[src/rtl/sbc_pkg.sv]
package sbc_pkg;
   typedef enum logic [1:0] {
      S_INV = 2'd0,
      S_CLN = 2'd1,
      S_DSH = 2'd2,
      S_DRT = 2'd3
   } sub_st_t;

   typedef enum logic [1:0] {
      B_INV = 2'd0,
      B_VEX = 2'd1,
      B_CSH = 2'd2,
      B_DSH = 2'd3
   } blk_st_t;

   typedef enum logic [1:0] {
      OP_NONE = 2'd0,
      OP_RDM  = 2'd1,
      OP_WRM  = 2'd2,
      OP_INV  = 2'd3
   } bus_op_t;
endpackage

[src/rtl/sbc_blk_state.sv]
module sbc_blk_state
   import sbc_pkg::*;
#(
   parameter int NSUB = 8
) (
   input  sub_st_t [NSUB-1:0] st,
   input  logic               excl,
   output blk_st_t            blk,
   output logic [NSUB-1:0]    valid_m,
   output logic [NSUB-1:0]    dirty_m,
   output logic [NSUB-1:0]    share_m
);
   for (genvar i = 0; i < NSUB; i++) begin : g_cls
      assign valid_m[i] = (st[i] != S_INV);
      assign dirty_m[i] = (st[i] == S_DSH) || (st[i] == S_DRT);
      assign share_m[i] = (st[i] == S_CLN) || (st[i] == S_DSH);
   end

   always_comb begin
      if (valid_m == '0)      blk = B_INV;
      else if (excl)          blk = B_VEX;
      else if (dirty_m != '0) blk = B_DSH;
      else                    blk = B_CSH;
   end
endmodule

[src/rtl/sbc_cpu_path.sv]
module sbc_cpu_path
   import sbc_pkg::*;
#(
   parameter int NSUB  = 8,
   localparam int IDX_W = $clog2(NSUB)
) (
   input  logic               req,
   input  logic               wr,
   input  logic [IDX_W-1:0]   idx,
   input  logic               tag_hit,
   input  logic [NSUB-1:0]    fill_m,
   input  logic               shr,
   input  sub_st_t [NSUB-1:0] st,
   input  logic               excl,
   input  logic [NSUB-1:0]    dirty_m,
   output logic               hit,
   output bus_op_t            bop,
   output logic [NSUB-1:0]    bmask,
   output logic [NSUB-1:0]    wb,
   output sub_st_t [NSUB-1:0] nxt,
   output logic               nxt_excl
);
   logic [NSUB-1:0] onehot;
   logic [NSUB-1:0] want;
   logic            sub_ok;
   sub_st_t         cur;

   assign onehot = NSUB'(1) << idx;
   assign want   = fill_m | onehot;
   assign cur    = st[idx];
   assign sub_ok = tag_hit && (cur != S_INV);
   assign hit    = req && sub_ok;

   always_comb begin
      bop      = OP_NONE;
      bmask    = '0;
      wb       = '0;
      nxt      = st;
      nxt_excl = excl;
      if (req) begin
         if (!tag_hit) begin
            wb       = dirty_m;
            nxt_excl = !shr;
            for (int i = 0; i < NSUB; i++) nxt[i] = S_INV;
         end else if (!sub_ok) begin
            nxt_excl = excl && !shr;
         end
         if (!wr) begin
            if (!sub_ok) begin
               bop   = OP_RDM;
               bmask = onehot;
               for (int i = 0; i < NSUB; i++)
                  if (want[i] && nxt[i] == S_INV) nxt[i] = S_CLN;
            end
         end else begin
            if (!sub_ok) begin
               bop   = OP_WRM;
               bmask = onehot;
            end else if (cur != S_DRT && !excl) begin
               bop   = OP_INV;
               bmask = onehot;
            end
            nxt[idx] = S_DRT;
         end
      end
   end
endmodule

[src/rtl/sbc_snoop_path.sv]
module sbc_snoop_path
   import sbc_pkg::*;
#(
   parameter int NSUB = 8
) (
   input  logic               match,
   input  bus_op_t            op,
   input  logic [NSUB-1:0]    mask,
   input  sub_st_t [NSUB-1:0] st,
   input  logic               excl,
   input  logic [NSUB-1:0]    valid_m,
   input  logic [NSUB-1:0]    dirty_m,
   input  logic [NSUB-1:0]    share_m,
   output logic [NSUB-1:0]    sup,
   output sub_st_t [NSUB-1:0] nxt,
   output logic               nxt_excl
);
   always_comb begin
      sup      = '0;
      nxt      = st;
      nxt_excl = excl;
      if (match) begin
         unique case (op)
            OP_RDM: begin
               sup      = (mask & valid_m) | share_m;
               nxt_excl = 1'b0;
               for (int i = 0; i < NSUB; i++)
                  if (mask[i] && st[i] == S_DRT) nxt[i] = S_DSH;
            end
            OP_WRM, OP_INV: begin
               if (op == OP_WRM) sup = mask & dirty_m;
               for (int i = 0; i < NSUB; i++)
                  if (mask[i]) nxt[i] = S_INV;
            end
            default: ;
         endcase
      end
   end
endmodule

[src/rtl/sector_line_coh.sv]
module sector_line_coh
   import sbc_pkg::*;
#(
   parameter int NSUB  = 8,
   parameter int TAG_W = 20,
   localparam int IDX_W = $clog2(NSUB),
   localparam int ST_W  = 2 * NSUB
) (
   input  logic             clk,
   input  logic             rst_n,
   input  logic             cpu_req,
   input  logic             cpu_wr,
   input  logic [TAG_W-1:0] cpu_tag,
   input  logic [IDX_W-1:0] cpu_idx,
   input  logic [NSUB-1:0]  fill_mask,
   input  logic             fill_shared,
   input  logic             snp_valid,
   input  logic [1:0]       snp_op,
   input  logic [TAG_W-1:0] snp_tag,
   input  logic [NSUB-1:0]  snp_mask,
   output logic             cpu_ack,
   output logic             cpu_hit,
   output logic [1:0]       bus_op,
   output logic [NSUB-1:0]  bus_mask,
   output logic [NSUB-1:0]  wb_mask,
   output logic             snp_hit,
   output logic [NSUB-1:0]  sup_mask,
   output logic [1:0]       blk_state,
   output logic [ST_W-1:0]  sub_state
);
   if (NSUB < 2) begin : g_bad_nsub
      $error("sector_line_coh: NSUB must be at least 2");
   end
   if (TAG_W < 1) begin : g_bad_tag
      $error("sector_line_coh: TAG_W must be at least 1");
   end

   sub_st_t [NSUB-1:0] st_q, st_d, cpu_nxt, snp_nxt;
   logic               excl_q, excl_d, cpu_excl, snp_excl;
   logic [TAG_W-1:0]   tag_q, tag_d;
   logic [NSUB-1:0]    valid_m, dirty_m, share_m;
   blk_st_t            blk;
   bus_op_t            cpu_bop;
   logic               line_valid, tag_hit, snp_match;

   sbc_blk_state #(.NSUB(NSUB)) u_blk (
      .st(st_q), .excl(excl_q), .blk(blk),
      .valid_m(valid_m), .dirty_m(dirty_m), .share_m(share_m)
   );

   assign line_valid = (valid_m != '0);
   assign tag_hit    = line_valid && (cpu_tag == tag_q);
   assign snp_match  = snp_valid && line_valid && (snp_tag == tag_q);
   assign cpu_ack    = cpu_req && !snp_valid;

   sbc_cpu_path #(.NSUB(NSUB)) u_cpu (
      .req(cpu_ack), .wr(cpu_wr), .idx(cpu_idx), .tag_hit(tag_hit),
      .fill_m(fill_mask), .shr(fill_shared), .st(st_q), .excl(excl_q),
      .dirty_m(dirty_m), .hit(cpu_hit), .bop(cpu_bop), .bmask(bus_mask),
      .wb(wb_mask), .nxt(cpu_nxt), .nxt_excl(cpu_excl)
   );

   sbc_snoop_path #(.NSUB(NSUB)) u_snp (
      .match(snp_match), .op(bus_op_t'(snp_op)), .mask(snp_mask),
      .st(st_q), .excl(excl_q), .valid_m(valid_m), .dirty_m(dirty_m),
      .share_m(share_m), .sup(sup_mask), .nxt(snp_nxt), .nxt_excl(snp_excl)
   );

   always_comb begin
      st_d   = st_q;
      excl_d = excl_q;
      tag_d  = tag_q;
      if (snp_valid) begin
         st_d   = snp_nxt;
         excl_d = snp_excl;
      end else if (cpu_ack) begin
         st_d   = cpu_nxt;
         excl_d = cpu_excl;
         tag_d  = cpu_tag;
      end
   end

   always_ff @(posedge clk) begin
      if (!rst_n) begin
         for (int i = 0; i < NSUB; i++) st_q[i] <= S_INV;
         excl_q <= 1'b0;
         tag_q  <= '0;
      end else begin
         st_q   <= st_d;
         excl_q <= excl_d;
         tag_q  <= tag_d;
      end
   end

   assign bus_op    = cpu_bop;
   assign snp_hit   = snp_match;
   assign blk_state = blk;
   assign sub_state = st_q;

   // read hits and Dirty write hits stay off the bus
   p_quiet_read_hit_r5: assert property (@(posedge clk) disable iff (!rst_n)
      cpu_ack && !cpu_wr && cpu_hit |-> bus_op == OP_NONE);
   p_quiet_dirty_write_r5: assert property (@(posedge clk) disable iff (!rst_n)
      cpu_ack && cpu_wr && tag_hit && st_q[cpu_idx] == S_DRT |-> bus_op == OP_NONE);

   // every accepted write leaves its subblock Dirty
   p_write_dirty_r4: assert property (@(posedge clk) disable iff (!rst_n)
      cpu_ack && cpu_wr |=> st_q[$past(cpu_idx)] == S_DRT);

   // remote read collects every shared subblock
   p_supply_shared_r8: assert property (@(posedge clk) disable iff (!rst_n)
      snp_hit && snp_op == 2'd1 |-> (sup_mask & share_m) == share_m);

   // a snoop blocks the processor side
   p_snoop_blocks_cpu_r10: assert property (@(posedge clk) disable iff (!rst_n)
      snp_valid |-> !cpu_ack && bus_op == OP_NONE && !cpu_hit);

   // removal touches only the named subblocks
   for (genvar i = 0; i < NSUB; i++) begin : g_chk
      p_named_only_r7: assert property (@(posedge clk) disable iff (!rst_n)
         snp_valid && snp_op != 2'd1 && !snp_mask[i] |=> st_q[i] == $past(st_q[i]));
   end
endmodule

[config.mk]
export PLATFORM = sky130hd
export DESIGN_NAME = sector_line_coh
export DESIGN_NICKNAME = d
export VERILOG_FILES = /design/src/rtl/sbc_pkg.sv /design/src/rtl/sbc_blk_state.sv /design/src/rtl/sbc_cpu_path.sv /design/src/rtl/sbc_snoop_path.sv /design/src/rtl/sector_line_coh.sv
export SDC_FILE = /design/constraint.sdc
export NUM_CORES = 1
export LEC_CHECK = 0
export BUFFER_PORTS_ARGS = -buffer_cell sky130_fd_sc_hd__buf_2
export CORE_ASPECT_RATIO = 0.6
export CORE_UTILIZATION = 51
export DETAILED_ROUTE_END_ITERATION = 12
export PLACE_DENSITY = 0.81
export SKIP_CTS_REPAIR_TIMING = 1
export SKIP_LAST_GASP = 1
export SLEW_MARGIN = 20
export SYNTH_ARGS = -nofsm -noshare
export SYNTH_HDL_FRONTEND = slang
export SYNTH_SLANG_ARGS = --single-unit
[constraint.sdc]
create_clock -name clk -period 2.7 [get_ports clk]
set_input_delay 0.135 -clock clk [delete_from_list [all_inputs] [get_ports clk]]
set_output_delay 0.135 -clock clk [all_outputs]
set_load 0.005 [all_outputs]
==> results.yml <==
yosys:
  syn_nets: 525
  syn_inst: 434
  ys.flop_type: "dfxtp_1"
  synthesis.area_um2: 3270
  yosys_warnings: 0
  ys_ff_latch: 37
  synth_edf_count: 0
  synth-seq-area-share_pct: 22.7
  synthDistinctLibCells: 47
  post_synth.cell_area_avg_um2: 7.53
  synthArstFlopShare_pct: 0
detailed_routing:
  drt_iter0_markers: 421
  ant_nets: 0
  first_pass_iters: 6
  drc: 0
  wl_per_cell_um: 17.6
  vias_per_cell: 5.91
  routed_wl_um: 11200
  vias: 3759
layout:
  layout_common_cells: "buf_2, nand2_1, a21oi_1"
  syn2layout_area_growth_pct: 28.8
  final_common_cell: "buf_2"
  drive_above_1_share_pct: 28.6
  antenna_cells: 0
  fillers: 537
  fin_nets: 642
  fin_util_pct: 68.5
worst_setup_path:
  worstSetupStartpointType: "flip-flop"
  cp.arrival_ns: 2.77
  worstSetupStartpoint: "sub_state[2]"
  cp-end-kind: "flip-flop"
  r2r_setup_slack_ns: 0.14
  r2r_end: "sub_state[9]"
  rr_worst_depth: 8
  cp_max_fo: 16
  reg2reg_from: "sub_state[2]"
  required_ns: 2.91
  path_class: "reg -> reg"
cts:
  clock-root-buffer: "clkbuf_8"
  cts_tree: "built"
  cts_made_buffers: 5
  cts.sinks: 37
  clock_latency_ns: 0.30
  clk_pin_slew_ns: 0.09
  cts_buffer_depth: 2
  htreeDepth: 2
global_routing:
  grt_max_degree: 32
  grt_pass1_wl_um: 17500
  grt_pass1_vias: 3334
  grt_antenna_before_repair: 0
  grt.overflow.total: 0
  grt_use_total_pct: 33.6
placed_design:
  dp_slack_ns: 0.155
  place_congestion: 0.918
  port_buffers: 113
  hpwlAfterDp_um: 8470
power_and_ir_drop:
  p_total_w: 0.00166
  cellLeakagePower_nw: 1.98
  powerDensity_nw_per_um2: 395
  worst_ir_drop_vdd_uv: 295
timing:
  slew_headroom_pct: 53.5
  worst_slack_ns: 0.142
  post-route-period-util_pct: 94.7
  fmax_ghz: 0.391
  skew_ns: 0.00383
  tightest_slew_ns: 0.697
  fin_crit_ns: 2.56
  slew_viol_final: 0
  hold_violations: 0
  finalSetupViolCount: 0
  rsz0062_at_grt: "false"
min_path:
  hold_class: "in -> reg"
  whs_path_depth: 2
  min_to: "excl_q"
  min_from: "fill_shared"
die:
  coreArea_um2: 6140
  rows: 22
  die_h_um: 64.0
  ioPinCount: 114
  die_area_um2: 6740
  start_util_pct: 53.2
  die_w_um: 105
run:
  drv_cap: 0
outcome:
  status: "complete, no violations"
## cells in the mapped netlist (9+ instances only)
| library cell | instances | area share, % |
|---|---|---|
| nand2_1 | 54 | 6.2 |
| dfxtp_1 | 37 | 23 |
| a21oi_1 | 36 | 5.5 |
| nor2_1 | 33 | 3.8 |
| xor2_1 | 32 | 8.6 |
| ha_1 | 24 | 9.2 |
| inv_1 | 20 | 2.3 |
| clkbuf_1 | 19 | 2.2 |
| o31ai_1 | 14 | 3.2 |
| nor2b_1 | 13 | 2.5 |
| nor4_1 | 12 | 2.3 |
| o21ai_0 | 11 | 1.7 |
| o21a_1 | 10 | 2.3 |
| o211ai_1 | 9 | 2.1 |
| xnor2_1 | 9 | 2.4 |
## stage by stage
step                TNS [ns]  hold WS (ns)  std cells  cell area [µm²]
finish                     0        0.0430        636             4210
global route               0        0.0442        636             4210
CTS                   -0.234        0.0377        636             4160
detailed placement         0         0.357        628             4020
global placement           0         0.363        628             4020
floorplan                  0         0.256        434             3270
## power by group
| part | internal (W) | switching (W) |
|---|---|---|
| logic | 0.000188 | 0.000268 |
| clock network | 0.000372 | 0.000234 |
| registers | 0.000572 | 0.0000272 |
| total | 0.00113 | 0.000529 |
## flip-flops by register name, indices dropped and copies added (netlist names)
signal     cells
tag_q         20
sub_state     16
excl_q         1
## per-layer routing
metal,GRT usage (%),wire [µm],share of wire [%]
met5,0,0,0
met2,43.0,4210,38
met4,7.92,155,1.4
met1,51.2,5350,48
met3,12.3,1470,13
## worst max path at each step
| stage | end | slack (ns) |
|---|---|---|
| after floorplan | sub_state[13] | 0.38 |
| after global placement | sub_state[7] | 0.24 |
| after detailed placement | sub_state[13] | 0.16 |
| after CTS | bus_mask[3] | -0.04 |
| after global routing | sup_mask[6] | 0.02 |
| final | sub_state[9] | 0.14 |
## kinds of logic (layout without fill, tap and decap cells)
logic type	after synthesis	count (layout)	share of synthesized area, %
flops	37	37	22.7
fa+ha+maj	24	24	9.19
xor+xnor	41	41	11.0
compound gates	126	126	26.6
mux	5	5	1.99
simple gates	153	153	22.7
buf+inv	48	166	5.86
## final cells by class
| cell class | count | area [µm²] | share of cell area (%) |
|---|---|---|---|
| multi-input combinational | 349 | 2390 | 56.7 |
| sequential | 37 | 746 | 17.7 |
| clock inverter | 3 | 68.8 | 1.64 |
| inverter | 22 | 82.6 | 1.96 |
| timing repair buffer | 136 | 751 | 17.8 |
| tap | 84 | 105 | 2.50 |
| clock buffer | 5 | 68.8 | 1.64 |
## worst max-delay path: stages (launching register included)
cell	delay (ns)
dfxtp_2	0.38
inv_1	0.11
ha_1	0.23
nand4_1	0.10
nor2_1	0.06
or4_1	0.52
o21a_1	0.37
or4_1	0.59
o31ai_1	0.08
(Power assumes the default switching activity.)
